## src/rtl/uart_tx_pkg.sv

```systemverilog
package uart_tx_pkg;

    localparam int DATA_MAX  = 8;
    localparam int STOP_MAX  = 2;
    localparam int FRAME_MAX = 1 + DATA_MAX + 1 + STOP_MAX;
    localparam int IDX_W     = $clog2(FRAME_MAX);

    localparam logic [2:0] PAR_ODD  = 3'd4;
    localparam logic [2:0] PAR_EVEN = 3'd5;
    localparam logic [2:0] PAR_ONE  = 3'd6;
    localparam logic [2:0] PAR_ZERO = 3'd7;

    typedef struct packed {
        logic [1:0] len;
        logic       stop2;
        logic [2:0] par;
    } frame_cfg_t;

    typedef struct packed {
        logic [FRAME_MAX-1:0] bits;
        logic [IDX_W-1:0]     last;
    } frame_t;

    function automatic int data_count(input logic [1:0] len);
        return 5 + int'(len);
    endfunction

    function automatic logic parity_on(input logic [2:0] par);
        return par[2];
    endfunction

    function automatic logic parity_value(input logic [2:0] par,
                                          input logic [DATA_MAX-1:0] data,
                                          input int n);
        logic ones;
        ones = 1'b0;
        for (int i = 0; i < DATA_MAX; i++)
            if (i < n) ones = ones ^ data[i];
        case (par)
            PAR_ODD:  return ~ones;
            PAR_EVEN: return ones;
            PAR_ONE:  return 1'b1;
            default:  return 1'b0;
        endcase
    endfunction

endpackage

```

## src/rtl/uart_tx_framer.sv

```systemverilog
module uart_tx_framer
    import uart_tx_pkg::*;
(
    input  frame_cfg_t          cfg,
    input  logic [DATA_MAX-1:0] data,
    output frame_t              frame
);
    int   n_data;
    logic p_on;

    always_comb begin
        n_data     = data_count(cfg.len);
        p_on       = parity_on(cfg.par);
        frame.bits = '1;
        frame.bits[0] = 1'b0;
        for (int j = 1; j <= DATA_MAX; j++)
            if (j <= n_data) frame.bits[j] = data[j-1];
        if (p_on)
            frame.bits[n_data+1] = parity_value(cfg.par, data, n_data);
        frame.last = IDX_W'(n_data + int'(p_on) + int'(cfg.stop2) + 1);
    end
endmodule

```

## src/rtl/uart_tx_sequencer.sv

```systemverilog
module uart_tx_sequencer
    import uart_tx_pkg::*;
(
    input  logic             clk,
    input  logic             rst,
    input  logic             start,
    input  frame_t           frame_in,
    input  logic             tick,
    output logic             busy,
    output logic [IDX_W-1:0] idx,
    output logic             bit_val
);
    frame_t frame_q;

    always_ff @(posedge clk) begin
        if (rst) begin
            frame_q <= '1;
            busy    <= 1'b0;
            idx     <= '0;
        end else if (start) begin
            frame_q <= frame_in;
            busy    <= 1'b1;
            idx     <= '0;
        end else if (busy && tick) begin
            if (idx == frame_q.last) begin
                busy <= 1'b0;
                idx  <= '0;
            end else begin
                idx <= idx + 1'b1;
            end
        end
    end

    assign bit_val = busy ? frame_q.bits[idx] : 1'b1;


    idx_hold_chk: assert property (@(posedge clk) disable iff (rst)
        busy && !tick && !start |=> $stable(idx));


    idx_step_chk: assert property (@(posedge clk) disable iff (rst)
        busy && tick && idx != frame_q.last |=> idx == $past(idx) + 1'b1);


    idle_idx_chk: assert property (@(posedge clk) disable iff (rst)
        !busy |-> idx == '0);
endmodule

```

## src/rtl/uart_frame_tx.sv

```systemverilog
module uart_frame_tx
    import uart_tx_pkg::*;
(
    input  logic             clk,
    input  logic             rst,
    input  logic [1:0]       cfg_len,
    input  logic             cfg_stop2,
    input  logic [2:0]       cfg_par,
    input  logic             cfg_break,
    input  logic             cfg_loop,
    input  logic [7:0]       in_data,
    input  logic             in_valid,
    output logic             in_ready,
    input  logic             bit_tick,
    input  logic             rx_pin,
    output logic             tx_pin,
    output logic             rx_core,
    output logic             tx_empty,
    output logic [IDX_W-1:0] bit_idx
);
    frame_cfg_t cfg;
    frame_t     frame_new;
    logic       busy;
    logic       bit_val;
    logic       accept;
    logic       line;

    assign cfg = '{len: cfg_len, stop2: cfg_stop2, par: cfg_par};

    uart_tx_framer i_framer (
        .cfg   (cfg),
        .data  (in_data),
        .frame (frame_new)
    );

    uart_tx_sequencer i_seq (
        .clk      (clk),
        .rst      (rst),
        .start    (accept),
        .frame_in (frame_new),
        .tick     (bit_tick),
        .busy     (busy),
        .idx      (bit_idx),
        .bit_val  (bit_val)
    );

    assign in_ready = !busy && !cfg_break;
    assign accept   = in_valid && in_ready;
    assign line     = cfg_break ? 1'b0 : bit_val;
    assign tx_pin   = cfg_loop ? 1'b1 : line;
    assign rx_core  = cfg_loop ? line : rx_pin;
    assign tx_empty = !busy;


    start_bit_chk: assert property (@(posedge clk) disable iff (rst)
        in_valid && in_ready && !cfg_break && !cfg_loop |=>
            !tx_empty && bit_idx == '0 && (cfg_break || cfg_loop || !tx_pin));


    busy_block_chk: assert property (@(posedge clk) disable iff (rst)
        !tx_empty |-> !in_ready);


    break_low_chk: assert property (@(posedge clk) disable iff (rst)
        cfg_break && !cfg_loop |-> !tx_pin);


    idle_high_chk: assert property (@(posedge clk) disable iff (rst)
        tx_empty && !cfg_break && !cfg_loop |-> tx_pin);


    idle_tick_chk: assert property (@(posedge clk) disable iff (rst)
        tx_empty && !in_valid |=> tx_empty);
endmodule

```

## config.mk

```make
export PLATFORM = sky130hd
export DESIGN_NAME = uart_frame_tx
export DESIGN_NICKNAME = d
export VERILOG_FILES = /design/src/rtl/uart_tx_pkg.sv /design/src/rtl/uart_tx_framer.sv /design/src/rtl/uart_tx_sequencer.sv /design/src/rtl/uart_frame_tx.sv
export SDC_FILE = /design/constraint.sdc
export NUM_CORES = 1
export LEC_CHECK = 0
export BUFFER_PORTS_ARGS = -buffer_cell sky130_fd_sc_hd__buf_2
export CAP_MARGIN = 15
export CORE_MARGIN = 4
export CORE_UTILIZATION = 50
export DETAILED_ROUTE_END_ITERATION = 6
export PLACE_DENSITY = 0.74
export SETUP_SLACK_MARGIN = 0.4
export SLEW_MARGIN = 10
export SYNTH_ARGS = -nofsm -noshare
export SYNTH_HDL_FRONTEND = slang
export SYNTH_SLANG_ARGS = --single-unit
```

## constraint.sdc

```tcl
create_clock -name clk -period 2.95 [get_ports clk]
set_input_delay 0.1475 -clock clk [delete_from_list [all_inputs] [get_ports clk]]
set_output_delay 0.1475 -clock clk [all_outputs]
set_load 0.02 [all_outputs]
```

Yosys cells after proc, flatten, opt, wreduce, memory -nomap -nowiden

Index checks and enable logic that the tools add are counted.

Flip-flop bits (word level): 21
Word-level logic and storage cells: 91

Add/sub/neg operators: 6
Order comparisons: 19
Eq/ne operators: 4
Multiplexer cells: 40
Bitwise gates (word level): 8
Reduce and logical (&&, ||, !) cells: 10

Operators by type and width:

| kind                    | count |
|---|---|
| $le A4 B32 Y1 const A   | 4 |
| $lt A4 B32 Y1 const A   | 4 |
| $le A3 B32 Y1 const A   | 2 |
| $lt A3 B32 Y1 const A   | 2 |
| $mux W1                 | 34 |
| $add A32 B2 Y32 const B | 1 |
| $ge A32 B1 Y1 const B   | 1 |
| $le A2 B32 Y1 const A   | 1 |
| $le A5 B32 Y1 const A   | 1 |
| $lt A1 B32 Y1 const A   | 1 |
| $lt A2 B32 Y1 const A   | 1 |
| $lt A32 B6 Y1 const B   | 1 |
| $bwmux W12              | 1 |
| $mux W12                | 1 |
| $eq A3 B3 Y1 const B    | 3 |
| $add A4 B2 Y4           | 2 |
| $xor A1 B1 Y1           | 7 |
| $lt A4 B5 Y1 const B    | 1 |
| $add A3 B2 Y4 const A   | 1 |
| $add A4 B1 Y4 const B   | 1 |
| $add A4 B2 Y4 const B   | 1 |
| $bmux W1 S4             | 1 |
| $demux W1 S4            | 1 |
| $eq A4 B4 Y1            | 1 |
| other kinds (8)         | 13 |

Depth between registers and ports, before layout

Depth in word-level cells: 30
Gate-level depth with buffers: 10

Cells and area by module

Synthesis repeated with hierarchy kept, for this count alone.

Cell total of the unflattened synthesis: 164
Area total of the unflattened synthesis: 1547.7 sq um

By module, submodules not included:

| module            | times used | cells each | area each (sq um) |
|---|---|---|---|
| uart_tx_sequencer | 1          | 92         | 1003.5 |
| uart_tx_framer    | 1          | 65         | 501.7 |
| uart_frame_tx     | 1          | 7          | 42.5 |

Least setup slack after synthesis

No wires, ideal clock.

Path kind: input -> register
From: in cfg_len[0]
To: reg i_seq.frame_q[9] (netlist bit)
Arrival time: 2.004 ns
Data required time: 2.816 ns
Path slack: 0.812 ns
Stages: 10
Path buffers: 0
Path through: inv_1 > ha_1 > inv_1 > ha_1 > nor2b_1 > xnor2_1 > xnor3_1 > nor2_4 > nor4_1 > or4_1

Word-level cells in the longest chain between the ends: 30
Elaborated cells between the ends (all ways): 45

RTL lines:

| element              | RTL line                | text |
|---|---|---|
| from (decl)          | uart_frame_tx.sv:6      | `input logic [1:0] cfg_len,` |
| $add A3 B2 Y4 (*)    | uart_tx_pkg.sv:25       | `return 5 + int'(len);` |
| $lt A1 B32 Y1        | uart_tx_pkg.sv:38       | `if (i < n) ones = ones ^ data[i];` |
| $mux W1              | uart_tx_pkg.sv:38       |  |
| $mux W1              | uart_tx_framer.sv:18    | `if (p_on)` |
| $xor A1 B1 Y1        | uart_tx_pkg.sv:38       |  |
| $mux W1              | uart_tx_pkg.sv:38       |  |
| $mux W1              | uart_tx_framer.sv:18    |  |
| $xor A1 B1 Y1        | uart_tx_pkg.sv:38       |  |
| [... 14 more ...]    | --                      |  |
| $xor A1 B1 Y1        | uart_tx_pkg.sv:38       |  |
| $mux W1              | uart_tx_pkg.sv:38       |  |
| $mux W1              | uart_tx_framer.sv:18    |  |
| $not A1 Y1           | uart_tx_pkg.sv:40       | `PAR_ODD: return ~ones;` |
| $pmux W1 S3          | uart_tx_pkg.sv:39       | `case (par)` |
| $mux W1              | uart_tx_framer.sv:18    |  |
| $bwmux W12           | uart_tx_framer.sv:19    | `frame.bits[n_data+1] = parity_value(cfg.par, data, n_data);` |
| $mux W12 (*)         | uart_tx_framer.sv:18    |  |
| to (signal assigned) | uart_tx_sequencer.sv:21 | `frame_q <= frame_in;` |
| to (decl)            | uart_tx_sequencer.sv:13 | `frame_t frame_q;` |

Mark *: on every way between the ends. The rest lies on a longest branch, timed or not. The select of a mux whose other input is x is not followed.
A chain may end at the register's enable or synchronous reset.

Final worst setup path

From: reg i_seq.idx[1]
To: out tx_pin

Word-level cells in the longest chain between the ends: 5

RTL lines:

| element                       | RTL line                | text |
|---|---|---|
| from (decl)                   | uart_tx_sequencer.sv:10 | `output logic [IDX_W-1:0] idx,` |
| from (signal assigned)        | uart_tx_sequencer.sv:29 | `idx <= idx + 1'b1;` |
| $bmux W1 S4                   | uart_tx_sequencer.sv:34 | `assign bit_val = busy ? frame_q.bits[idx] : 1'b1;` |
| $mux W1 (not written as such) | uart_tx_sequencer.sv:34 |  |
| $mux W1                       | uart_tx_sequencer.sv:34 |  |
| $mux W1                       | uart_frame_tx.sv:49     | `assign line = cfg_break ? 1'b0 : bit_val;` |
| $mux W1                       | uart_frame_tx.sv:50     | `assign tx_pin = cfg_loop ? 1'b1 : line;` |
| to (decl)                     | uart_frame_tx.sv:16     | `output logic tx_pin,` |

Every way passes these cells. The select of a mux whose other input is x is not followed.

==> flow_summary.json <==
{
  "ios": 29,
  "place_congestion": 0.897,
  "ir_drop_v": 0.000300,
  "seq_area_sq_um": 422,
  "drv_slew": 0,
  "dp_hpwl_mm": 2.67,
  "wirelength_mm": 3.38,
  "htreeDepth": 1,
  "die_area_sq_um": 3810,
  "final_nets": 231,
  "start_kind": "register",
  "grt_max_degree": 19,
  "synth_cells": 169,
  "final_layout_size_suffix_gt1_frac": 0.206,
  "cts_sinks": 21,
  "cellPowerDensity_nw_per_um2": 385,
  "cp_max_fo": 8,
  "fp.dieH_um": 61.7,
  "ctsLongestPathBuffers": 2,
  "maxCapViolations": 0,
  "p_leak_nw": 0.701,
  "p_int_mw": 0.423,
  "p_clk_frac": 0.227,
  "p_switching_mw": 0.201,
  "synth_area_sq_um": 1440,
  "cts_buffers": 3,
  "drt_iter0_drc": 69,
  "whs_ns": 0.142,
  "tightest_slew_ns": 0.604,
  "fin_crit_ns": 2.41,
  "cp-end-kind": "primary output",
  "fillCellCount": 254,
  "hold_path.class": "input port to register",
  "core-area_sq_um": 2760,
  "ant_nets": 0,
  "instances_no_fill": 225,
  "clk_pin_slew_ns": 0.12,
  "share_comb_of_total_power": 0.278,
  "worstPathArrival_ns": 2.27,
  "multi_input_area_sq_um": 942,
  "synth-edff-count": 0,
  "max-slew-margin-rel": 0.596,
  "synth_cell_type_count": 37,
  "cts_tree": "yes",
  "setup_viol": 0,
  "grt_pass1_wl_mm": 5.38,
  "period_share": 0.818,
  "synthFlopType": "dfxtp_1",
  "skew_ns": 0.00560,
  "viasPerCell": 5.78,
  "status": "complete, no violations",
  "grtUsageTotal": 0.193,
  "crit_type": "register to primary output",
  "wl_per_cell_um": 15.0,
  "gr-total-overflow": 0,
  "crit_required_ns": 2.80,
  "stdcell_area_sq_um": 1620,
  "hold_viol_final": 0,
  "switching_share": 0.322,
  "antenna_found_initial": 0,
  "placed_area_sq_um": 1590,
  "die_w_um": 61.7,
  "insertedDiodeCount": 0,
  "avgSynthCellArea_sq_um": 8.53,
  "setup_ws_ns": 0.536,
  "start_util": 0.523,
  "area_growth_pct": 12.6,
  "cts-root-buf": "clkbuf_4",
  "dr.pass1.iters": 4,
  "grt_pass1_vias": 1162,
  "async_reset_ff_frac": 0,
  "cts.hold.buffers_added": 0,
  "numPortBuffers": 28,
  "insertion_delay_ns": 0.31,
  "tns_ns": 0,
  "postLayoutCoreUtil": 0.588,
  "place_inst": 221,
  "drcViolationCount": 0,
  "rows": 19,
  "vias": 1301,
  "synth_nets": 205,
  "power_mw": 0.624,
  "fmax_ghz": 0.414,
  "seq_area_frac_synth": 0.292,
  "rsz0062_at_grt": "false",
  "ys_warn_count": 0,
  "place_ws_ns": 0.498,
  "ys_ff_latch": 21,
  "power_frac_seq": 0.495
}
-- cell usage after synthesis, types with 2 or more instances --
master,count,share of area
a21oi_1,9,0.031
mux2i_1,2,0.014
nor3_1,3,0.010
xnor2_1,11,0.067
a41oi_1,2,0.012
nand2b_1,3,0.013
ha_1,14,0.12
xor2_1,2,0.012
a31oi_1,6,0.026
and3_1,3,0.013
o21bai_1,2,0.010
a221o_1,2,0.014
nor2b_1,2,0.0087
o32ai_1,4,0.024
nand3_1,4,0.014
nor2_1,22,0.057
nand2_1,16,0.042
clkbuf_1,7,0.018
a211o_1,2,0.012
mux4_2,3,0.047
dfxtp_1,21,0.29
inv_1,14,0.036
-- routing by layer --
metal  vias up  part of all wire  global-route usage
li1        641                 -                   -
met1       604              0.43               0.247
met2        52              0.48               0.330
met3         4             0.068              0.0289
met4         0             0.013              0.0636
met5         -                 0                   0
-- area by class of cell --
type / count / share of cell area
Clock buffer: 3 / 0.0139
Timing Repair Buffer: 28 / 0.0864
Multi-Input combinational cell: 127 / 0.581
Inverter: 14 / 0.0324
Clock inverter: 1 / 0.00308
Tap cell: 31 / 0.0239
Sequential cell: 21 / 0.260
-- timing repair --
action	CTS	global route
gates resized for setup	0	1
setup buffers	0	0
setup endpoints to repair	0	2
-- critical path, cell delays in order (launching register included) --
cell and delay (ns):
dfxtp_1 0.55, mux4_2 0.54, nand2_1 0.08, a21oi_1 0.06
a31oi_1 0.19, a21oi_1 0.11, or2_2 0.28, buf_2 0.16
-- final timing paths --
check / startpoint / to / slack, ns / depth (start not counted)
max: i_seq.idx[1]$_SDFFE_PP0P_ / tx_pin / 0.54 / 7
min: bit_tick / i_seq.idx[1]$_SDFFE_PP0P_ / 0.14 / 3
max reg2reg: i_seq.busy$_SDFFE_PP0P_ / i_seq.idx[1]$_SDFFE_PP0P_ / 1.08 / 5
min reg2reg: i_seq.frame_q[14]$_SDFFE_PP1P_ / i_seq.frame_q[14]$_SDFFE_PP1P_ / 0.50 / 2
-- flip-flops by register name (all words and copies together) (netlist names) --
| name | cells |
|---|---|
| i_seq.busy | 1 |
| i_seq.frame_q | 16 |
| i_seq.idx | 4 |
-- cell families (layout without fill, tap and decap cells) --
family | Yosys count | after routing | synth area share
muxes | 6 | 6 | 0.0686
and+or+nand+nor | 61 | 61 | 0.198
AOI/OAI and AO/OA | 30 | 30 | 0.146
DFF | 21 | 21 | 0.292
adders and majority gates | 15 | 15 | 0.135
buffers and inverters | 21 | 46 | 0.0547
xor gates and xnor gates | 15 | 15 | 0.106
-- cell usage in the layout, fill, tap and decap left out, drive strengths merged, types with 4 or more instances in the layout --
| cell type | n |
|---|---|
| buf | 28 |
| o32ai | 4 |
| nand3 | 4 |
| inv | 14 |
| nor2 | 23 |
| a31oi | 6 |
| ha | 14 |
| nand2 | 16 |
| xnor2 | 11 |
| dfxtp | 21 |
| a21oi | 9 |
-- power by group through the flow --
stage	clock, mW	sequential (mW)	combinational, mW
2_1_floorplan	0	0.311	0.126
3_3_place_gp	0	0.315	0.167
3_5_place_dp	0	0.315	0.172
4_1_cts	0.143	0.309	0.174
5_1_grt	0.154	0.311	0.191
6_report	0.141	0.309	0.174
Power figures use the tool's default switching activity.
